===== src/rtl/itlb_pkg.sv =====
package itlb_pkg;
   localparam int ADDR_W    = 32;
   localparam int VALID_BIT = 0;
   localparam int CNT_LSB   = 6;
   localparam int CNT_W     = 2;
   localparam int CI_BIT    = 0;
   localparam int SXE_BIT   = 1;
   localparam int UXE_BIT   = 2;
   localparam int CFG_W     = 8;

   // Usage counter step: a hit way saturates, others decay toward zero.
   function automatic logic [CNT_W-1:0] cnt_next(input logic [CNT_W-1:0] c,
                                                 input logic is_hit);
      if (is_hit)
         return {CNT_W{1'b1}};
      else if (c != '0)
         return c - 1'b1;
      else
         return c;
   endfunction
endpackage


===== src/rtl/itlb_way_bank.sv =====
module itlb_way_bank
   import itlb_pkg::*;
#(
   parameter int NSETS = 1,
   parameter int IDX_W = 1
) (
   input  logic              clk,
   input  logic              rst_n,
   input  logic              wr_mr_en,
   input  logic              wr_tr_en,
   input  logic [IDX_W-1:0]  wr_idx,
   input  logic [ADDR_W-1:0] wr_data,
   input  logic              cnt_en,
   input  logic              cnt_hit,
   input  logic [IDX_W-1:0]  lk_idx,
   input  logic [IDX_W-1:0]  pk_idx,
   input  logic [IDX_W-1:0]  rd_idx,
   output logic [ADDR_W-1:0] lk_mr,
   output logic [ADDR_W-1:0] lk_tr,
   output logic [ADDR_W-1:0] pk_mr,
   output logic [ADDR_W-1:0] pk_tr,
   output logic [ADDR_W-1:0] rd_mr
);
   logic [ADDR_W-1:0] mr_q [NSETS];
   logic [ADDR_W-1:0] tr_q [NSETS];

   always_ff @(posedge clk or negedge rst_n) begin
      if (!rst_n) begin
         for (int s = 0; s < NSETS; s++) begin
            mr_q[s] <= '0;
            tr_q[s] <= '0;
         end
      end else begin
         for (int s = 0; s < NSETS; s++) begin
            if (wr_mr_en && wr_idx == IDX_W'(s))
               mr_q[s] <= wr_data;
            else if (cnt_en && lk_idx == IDX_W'(s))
               mr_q[s][CNT_LSB +: CNT_W] <= cnt_next(mr_q[s][CNT_LSB +: CNT_W], cnt_hit);
            if (wr_tr_en && wr_idx == IDX_W'(s))
               tr_q[s] <= wr_data;
         end
      end
   end

   assign lk_mr = mr_q[lk_idx];
   assign lk_tr = tr_q[lk_idx];
   assign pk_mr = mr_q[pk_idx];
   assign pk_tr = tr_q[pk_idx];
   assign rd_mr = mr_q[rd_idx];
endmodule


===== src/rtl/itlb_way_select.sv =====
module itlb_way_select
   import itlb_pkg::*;
#(
   parameter int NWAYS     = 1,
   parameter int WAY_W     = 1,
   parameter int TAG_LSB   = 13
) (
   input  logic [NWAYS-1:0][ADDR_W-1:0] mr,
   input  logic [ADDR_W-1:0]            va,
   output logic                         any,
   output logic [WAY_W-1:0]             way
);
   localparam logic [ADDR_W-1:0] TAG_MASK = ~((ADDR_W'(1) << TAG_LSB) - 1'b1);

   logic [NWAYS-1:0] match;

   for (genvar w = 0; w < NWAYS; w++) begin : g_cmp
      assign match[w] = mr[w][VALID_BIT] && ((mr[w] & TAG_MASK) == (va & TAG_MASK));
   end

   always_comb begin
      way = '0;
      for (int w = NWAYS - 1; w >= 0; w--)
         if (match[w]) way = WAY_W'(w);
   end

   assign any = |match;
endmodule


===== src/rtl/itlb_xlate.sv =====
module itlb_xlate
   import itlb_pkg::*;
#(
   parameter int NSETS     = 1,
   parameter int NWAYS     = 1,
   parameter int PAGE_LOG2 = 13,
   localparam int SET_W    = $clog2(NSETS),
   localparam int IDX_W    = (SET_W == 0) ? 1 : SET_W,
   localparam int WAY_W    = (NWAYS > 1) ? $clog2(NWAYS) : 1
) (
   input  logic              clk,
   input  logic              rst_n,
   input  logic              xlate_en_i,
   input  logic              present_i,
   input  logic              super_i,
   input  logic              f_req_i,
   input  logic [31:0]       f_va_i,
   input  logic              wr_en_i,
   input  logic              wr_tr_i,
   input  logic [WAY_W-1:0]  wr_way_i,
   input  logic [IDX_W-1:0]  wr_set_i,
   input  logic [31:0]       wr_data_i,
   input  logic [WAY_W-1:0]  rd_way_i,
   input  logic [IDX_W-1:0]  rd_set_i,
   output logic [31:0]       rd_match_o,
   input  logic [31:0]       pk_va_i,
   output logic [31:0]       pk_pa_o,
   output logic              rsp_valid_o,
   output logic              hit_o,
   output logic              miss_o,
   output logic              fault_o,
   output logic              ci_o,
   output logic [31:0]       pa_o,
   output logic [7:0]        cfg_o
);
   localparam logic [IDX_W-1:0]  SET_MASK = IDX_W'(NSETS - 1);
   localparam logic [ADDR_W-1:0] OFF_MASK = (ADDR_W'(1) << PAGE_LOG2) - 1'b1;

   if (NWAYS < 1 || NWAYS > 4) begin : g_bad_ways
      $error("itlb_xlate: NWAYS must be 1..4");
   end
   if (NSETS < 1 || NSETS > 128 || (NSETS & (NSETS - 1)) != 0) begin : g_bad_sets
      $error("itlb_xlate: NSETS must be a power of two up to 128");
   end
   if (PAGE_LOG2 < CNT_LSB + CNT_W || PAGE_LOG2 + SET_W >= ADDR_W) begin : g_bad_page
      $error("itlb_xlate: PAGE_LOG2 out of range");
   end

   logic active;
   assign active = xlate_en_i && present_i;

   logic [IDX_W-1:0] lk_idx, pk_idx;
   assign lk_idx = f_va_i[PAGE_LOG2 +: IDX_W] & SET_MASK;
   assign pk_idx = pk_va_i[PAGE_LOG2 +: IDX_W] & SET_MASK;

   logic [NWAYS-1:0][ADDR_W-1:0] lk_mr, lk_tr, pk_mr, pk_tr, rd_mr;
   logic             lk_any, pk_any;
   logic [WAY_W-1:0] lk_way, pk_way;
   logic             cnt_en;

   assign cnt_en = f_req_i && active && lk_any;

   for (genvar w = 0; w < NWAYS; w++) begin : g_way
      itlb_way_bank #(.NSETS(NSETS), .IDX_W(IDX_W)) u_bank (
         .clk      (clk),
         .rst_n    (rst_n),
         .wr_mr_en (wr_en_i && !wr_tr_i && wr_way_i == WAY_W'(w)),
         .wr_tr_en (wr_en_i &&  wr_tr_i && wr_way_i == WAY_W'(w)),
         .wr_idx   (wr_set_i & SET_MASK),
         .wr_data  (wr_data_i),
         .cnt_en   (cnt_en),
         .cnt_hit  (lk_way == WAY_W'(w)),
         .lk_idx   (lk_idx),
         .pk_idx   (pk_idx),
         .rd_idx   (rd_set_i & SET_MASK),
         .lk_mr    (lk_mr[w]),
         .lk_tr    (lk_tr[w]),
         .pk_mr    (pk_mr[w]),
         .pk_tr    (pk_tr[w]),
         .rd_mr    (rd_mr[w])
      );
   end

   itlb_way_select #(.NWAYS(NWAYS), .WAY_W(WAY_W), .TAG_LSB(PAGE_LOG2 + SET_W)) u_sel_lk (
      .mr(lk_mr), .va(f_va_i), .any(lk_any), .way(lk_way)
   );
   itlb_way_select #(.NWAYS(NWAYS), .WAY_W(WAY_W), .TAG_LSB(PAGE_LOG2 + SET_W)) u_sel_pk (
      .mr(pk_mr), .va(pk_va_i), .any(pk_any), .way(pk_way)
   );

   // Translation of the fetch port.
   logic [ADDR_W-1:0] lk_te, pk_te, lk_pa;
   logic              lk_perm, pk_perm;
   assign lk_te   = lk_tr[lk_way];
   assign pk_te   = pk_tr[pk_way];
   assign lk_pa   = (lk_te & ~OFF_MASK) | (f_va_i & OFF_MASK);
   assign lk_perm = super_i ? lk_te[SXE_BIT] : lk_te[UXE_BIT];
   assign pk_perm = super_i ? pk_te[SXE_BIT] : pk_te[UXE_BIT];

   always_ff @(posedge clk or negedge rst_n) begin
      if (!rst_n) begin
         rsp_valid_o <= 1'b0;
         hit_o       <= 1'b0;
         miss_o      <= 1'b0;
         fault_o     <= 1'b0;
         ci_o        <= 1'b0;
         pa_o        <= '0;
      end else begin
         rsp_valid_o <= f_req_i;
         hit_o       <= 1'b0;
         miss_o      <= 1'b0;
         fault_o     <= 1'b0;
         if (f_req_i) begin
            if (!active) begin
               pa_o <= f_va_i;
               ci_o <= f_va_i[ADDR_W-1];
            end else if (lk_any) begin
               hit_o   <= 1'b1;
               fault_o <= !lk_perm;
               pa_o    <= lk_pa;
               ci_o    <= lk_te[CI_BIT];
            end else begin
               miss_o <= 1'b1;
               pa_o   <= '0;
               ci_o   <= 1'b0;
            end
         end
      end
   end

   always_comb begin
      if (!active)
         pk_pa_o = pk_va_i;
      else if (pk_any && pk_perm)
         pk_pa_o = (pk_te & ~OFF_MASK) | (pk_va_i & OFF_MASK);
      else
         pk_pa_o = '0;
   end

   assign rd_match_o = (int'(rd_way_i) < NWAYS) ? rd_mr[rd_way_i] : '0;
   assign cfg_o      = {3'b000, 2'(NWAYS - 1), 3'(SET_W)};
endmodule


===== config.mk =====
export PLATFORM = sky130hd
export DESIGN_NAME = itlb_xlate
export DESIGN_NICKNAME = d
export VERILOG_FILES = /design/src/rtl/itlb_pkg.sv /design/src/rtl/itlb_way_bank.sv /design/src/rtl/itlb_way_select.sv /design/src/rtl/itlb_xlate.sv
export SDC_FILE = /design/constraint.sdc
export NUM_CORES = 1
export LEC_CHECK = 0
export ABC_AREA = 1
export ABC_CLOCK_PERIOD_IN_PS = 1500
export BUFFER_PORTS_ARGS = -buffer_cell sky130_fd_sc_hd__buf_4
export CAP_MARGIN = 20
export CORE_UTILIZATION = 44
export CTS_BUF_LIST = sky130_fd_sc_hd__clkbuf_4 sky130_fd_sc_hd__clkbuf_8
export DETAILED_ROUTE_END_ITERATION = 8
export PLACE_DENSITY = 0.78
export RECOVER_POWER = 100
export SYNTH_ARGS = -nofsm -noshare
export SYNTH_HDL_FRONTEND = slang
export SYNTH_SLANG_ARGS = --single-unit

===== constraint.sdc =====
create_clock -name clk -period 1.5 [get_ports clk]
set_input_delay 0.3 -clock clk [delete_from_list [all_inputs] [get_ports clk]]
set_output_delay 0.3 -clock clk [all_outputs]
set_load 0.005 [all_outputs]

# Yosys cells after proc, flatten, opt, wreduce, memory -nomap -nowiden
# Index checks and enable logic that the tools add are counted.
[totals]
elab_cells = 49
register_bits = 101
[classes]
n_mux = 20
bitwise = 3
magnitude_cmp = 2
n_reduce_logical = 13
eq_ne = 2
[op_table]
columns = ["op", "count"]
rows = [
  ["32-bit two-way mux", 6],
  ["32-bit by 13-bit OR with 32-bit output", 2],
  ["19-bit == test", 2],
  ["1-bit two-way mux", 12],
  ["1-bit logical AND", 10],
  ["2-bit two-way mux", 2],
  ["1-bit zero test", 2],
  ["1-bit less-than comparator (second input constant)", 2],
  ["2-bit nonzero test", 1],
  ["1-bit inverter", 1],
]

# Depth between registers and ports, before layout
[logic_depth]
ltp_word = 5
depth_mapped = 11
mapped_depth_nobuf = 10

# Modules after synthesis
# Synthesis repeated with hierarchy kept, for this count alone.
[hier_totals]
hier_cells = 919
hier_area_um2 = 6401.1
[by_module_without_submodules]
columns = ["module", "instances", "seq_area_each_um2", "cells_per_inst", "area_per_inst_um2"]
rows = [
  ["itlb_way_bank", 1, 1601.5, 355, 3285.7],
  ["itlb_xlate", 1, 925.9, 352, 2269.7],
  ["itlb_way_select", 2, 0.0, 106, 422.9],
]

# Least setup slack after synthesis
# OpenSTA, ideal clock, no wires.
[synth_path]
path_kind = "reg2out"
startpoint = "reg g_way[0].u_bank.mr_q[22] in the netlist's numbering"
endpoint = "out pk_pa_o[21]"
required_ns = 1.200
stages_incl_launch_ff = 9
arrival_time_ns = 1.255
path_slack_ns = -0.055
n_path_buf = 1
cell_sequence = "dfrtp_1 inv_1 o21ai_1 nor2_1 nand3_1 nor2_1 nand3_1 clkbuf_1 o21ai_0"
[synth_via]
elab_chain_cells = 5
[synth_lines]
columns = ["element", "line", "text"]
rows = [
  ["start, declared", "itlb_way_bank.sv:24", "logic [ADDR_W-1:0] mr_q [NSETS];"],
  ["start signal, assigned by index", "itlb_way_bank.sv:36", "mr_q[s] <= wr_data;"],
  ["start signal, assigned by index", "itlb_way_bank.sv:38", "mr_q[s][CNT_LSB +: CNT_W] <= cnt_next(mr_q[s][CNT_LSB +: CNT_W], cnt_hit);"],
  ["19-bit == test", "itlb_way_select.sv:18", "assign match[w] = mr[w][VALID_BIT] && ((mr[w] & TAG_MASK) == (va & TAG_MASK));"],
  ["1-bit logical AND", "itlb_way_select.sv:18", ""],
  ["1-bit logical AND", "itlb_xlate.sv:134", "else if (pk_any && pk_perm)"],
  ["32-bit two-way mux", "itlb_xlate.sv:134", ""],
  ["32-bit two-way mux", "itlb_xlate.sv:132", "if (!active)"],
  ["end, declared", "itlb_xlate.sv:27", "output logic [31:0] pk_pa_o,"],
]
# No other way between the ends.

# Final worst setup path
[layout_path]
startpoint = "reg g_way[0].u_bank.mr_q[31] in the netlist's numbering"
endpoint = "out pk_pa_o[15]"
# Same word-level chain as after synthesis.

==> results.cfg <==
[detailed_routing]
drtIter0Drc = 285
drc = 0
antenna_left = 0
vias = 5302
routed_wirelength_um = 17300
dr.pass1.iters = 5
avgRoutedWirePerCell_um = 16.6
avgViaCountPerCell = 5.10

[power]
power_frac_comb_pct = 32.8
p_int_mw = 5.17
p_sw_share_pct = 29.9
p_switching_mw = 2.21
seqPwrFrac_pct = 40.7
vdd_drop_max_mv = 0.614
clkPwrFrac_pct = 26.5
p_per_area_mw_per_mm2 = 938
cellLeakagePower_nw = 4.03

[sta]
slew_violations = 0
setup_viol_count_final = 83
rsz0062_at_grt = yes
worstMarginPinSlew_ns = 1.19
skew_ns = 0.0150
finalHoldViolCount = 0
final.setup.worst_slack_ns = -0.745
min_period_ns = 2.24
setup_tns_ns = -39.23
max_slew_margin_pct = 20.9
fin_crit_sh_pct = 150
fmax_mhz = 445

[run_status]
violations = setup timing
status = complete, but fails checks

[place]
port_buffers = 206
place_ws_ns = -0.444
place_congestion = 0.894
dp_cells = 1003
dp.final_hpwl_um = 11700

[global_routing]
antenna_found_initial = 0
grt_usage_pct = 30.0
grt_max_degree = 92
first_global_vias = 5229
grt_pass1_wl_um = 26000
gr-total-overflow = 0

[cts]
numCtsBuffers = 9
clkTransAtPathRegs_ns = 0.09
cts_root_buf = clkbuf_8
clock_latency_ns = 0.36
cts.sinks = 91
clock_path_buffers = 2
tritoncts = built
cts-htree-levels = 3

[yosys]
ys_warn_count = 0
synth_seq_cells = 91
yosysSeqAreaShare_pct = 47.1
synthMuxAreaShare_pct = 4.65
synth_top_area_share_pct = 47.1
synth_area_leader_cell = dfrtp_1
syn_inst = 626
synth_cell_types = 30
synth_adder_area_share_pct = 0
synth-compound-area-share_pct = 10.8
yosys.area_share.simple_pct = 26.4
synth_xor_area_share_pct = 1.63
synth_top_family_by_area = simple AND/OR/NAND/NOR gates
synth.avg_cell_area_um2 = 7.73
syn_area_mm2 = 0.00484
synth_area_leaders = dfrtp_1, nand2_1, o21ai_0, mux2_2, nor2_1

[cells_and_area]
nets = 1007
drive_gt1_share_pct = 47.6
num_antenna_cells = 0
final_cell_mix = buf_4, nand2_1, dfrtp_1
final_common_cell = buf_4
area_growth_pct = 62.5
fin_cells = 1040

[setup_path]
arrival_ns = 1.94
start_kind = flop
worst-path-max-fanout = 7
end_kind = primary output
criticalPathCategory = reg2out
cp.required_ns = 1.20

[floorplanning]
num_rows = 37
die_w_um = 107
pin_count = 217
start_util_pct = 46.1
core_area_mm2 = 0.0105
dieArea_mm2 = 0.0114
die_y_um = 107

[run]
maxCapViolCount = 0

[hold_path]
worstHoldPathType = in2reg
==> sequential cells by signal, indices dropped and copies added, names as in the netlist <==
| signal | cells |
|---|---|
| miss_o | 1 |
| g_way.u_bank.mr_q | 32 |
| g_way.u_bank.tr_q | 22 |
| pa_o | 32 |
| fault_o | 1 |
| hit_o | 1 |
| ci_o | 1 |
| rsp_valid_o | 1 |
==> worst max-delay path, stage by stage, from the launching register on <==
cell	delay, ns
dfrtp_1	0.41
xnor2_1	0.22
nand3_2	0.14
nor2_4	0.18
nand3_4	0.11
buf_2	0.20
o21ai_0	0.19
buf_4	0.14
==> kinds of logic after synthesis <==
group	after synthesis
other	1
and+or+nand+nor	309
xor gates and xnor gates	9
AOI/OAI and AO/OA	98
buffers and inverters	98
DFF	91
muxes	20
==> cell type report <==
| class | count | area [um^2] |
|---|---|---|
| Sequential cell | 91 | 2280 |
| Clock buffer | 13 | 173 |
| Clock inverter | 3 | 68.8 |
| Fill cell | 819 | 2640 |
| Timing Repair Buffer | 294 | 2380 |
| Multi-Input combinational cell | 444 | 2550 |
| Tap cell | 136 | 170 |
| Inverter | 59 | 241 |
==> cells in the mapped netlist, drive strengths merged <==
cell type,number
dfrtp,91
o22ai,1
conb,1
nor2,57
buf,22
inv,58
nor3,1
clkinv,1
a21boi,13
clkbuf,17
xnor2,9
nand3,39
a21oi,6
mux2,20
nand3b,1
o21ai,78
nand2,203
nand4,6
or2,2
==> power groups by stage <==
stage | clock network, mW | registers, mW | logic (mW)
floorplan | 0 | 3.01 | 0.848
global route | 2.10 | 3.04 | 2.64
finish | 1.96 | 3.00 | 2.42
global placement | 0 | 3.01 | 1.98
CTS | 1.97 | 2.99 | 2.27
detailed placement | 0 | 3.03 | 2.03
==> worst paths after layout <==
kind,startpoint,to,slack (ns),cells past startpoint
setup reg to reg,g_way[0].u_bank.mr_q[26],pa_o[12],-0.53,15
min in group asynchronous,rst_n,pa_o[28],0.69,3
hold reg to reg,pa_o[18],pa_o[18],0.48,2
hold / removal,wr_data_i[28],g_way[0].u_bank.mr_q[28],0.15,3
setup / recovery,g_way[0].u_bank.mr_q[31],pk_pa_o[15],-0.74,7
max in group asynchronous,rst_n,g_way[0].u_bank.mr_q[20],0.25,3
==> through the flow <==
stage / hold slack (ns) / power [mW] / cell area (um^2) / utilization, %
final: 0.153 / 7.38 / 7870 / 74.8
after detailed placement: 0.387 / 5.06 / 6920 / 65.9
after floorplan: 0.00441 / 3.86 / 4880 / -
after global routing: 0.151 / 7.78 / 7870 / 74.8
after CTS: 0.144 / 7.23 / 7660 / 72.9
after global placement: 0.384 / 4.99 / 6920 / 65.9
==> repair_timing <==
item	in CTS	in global routing
hold buffers	1	0
endpoints found under the hold margin	8	0
buffers inserted	15	14
pin swaps	24	49
cloned	5	0
gates resized for setup	83	94
endpoints found under the setup margin	78	87
==> layer usage <==
layer	global-route usage (%)	share of wire, %
met2	52.9	51
met3	6.26	7.5
met1	36.8	39
met5	0	0
met4	8.81	1.9
Power figures use the tool's default switching activity.
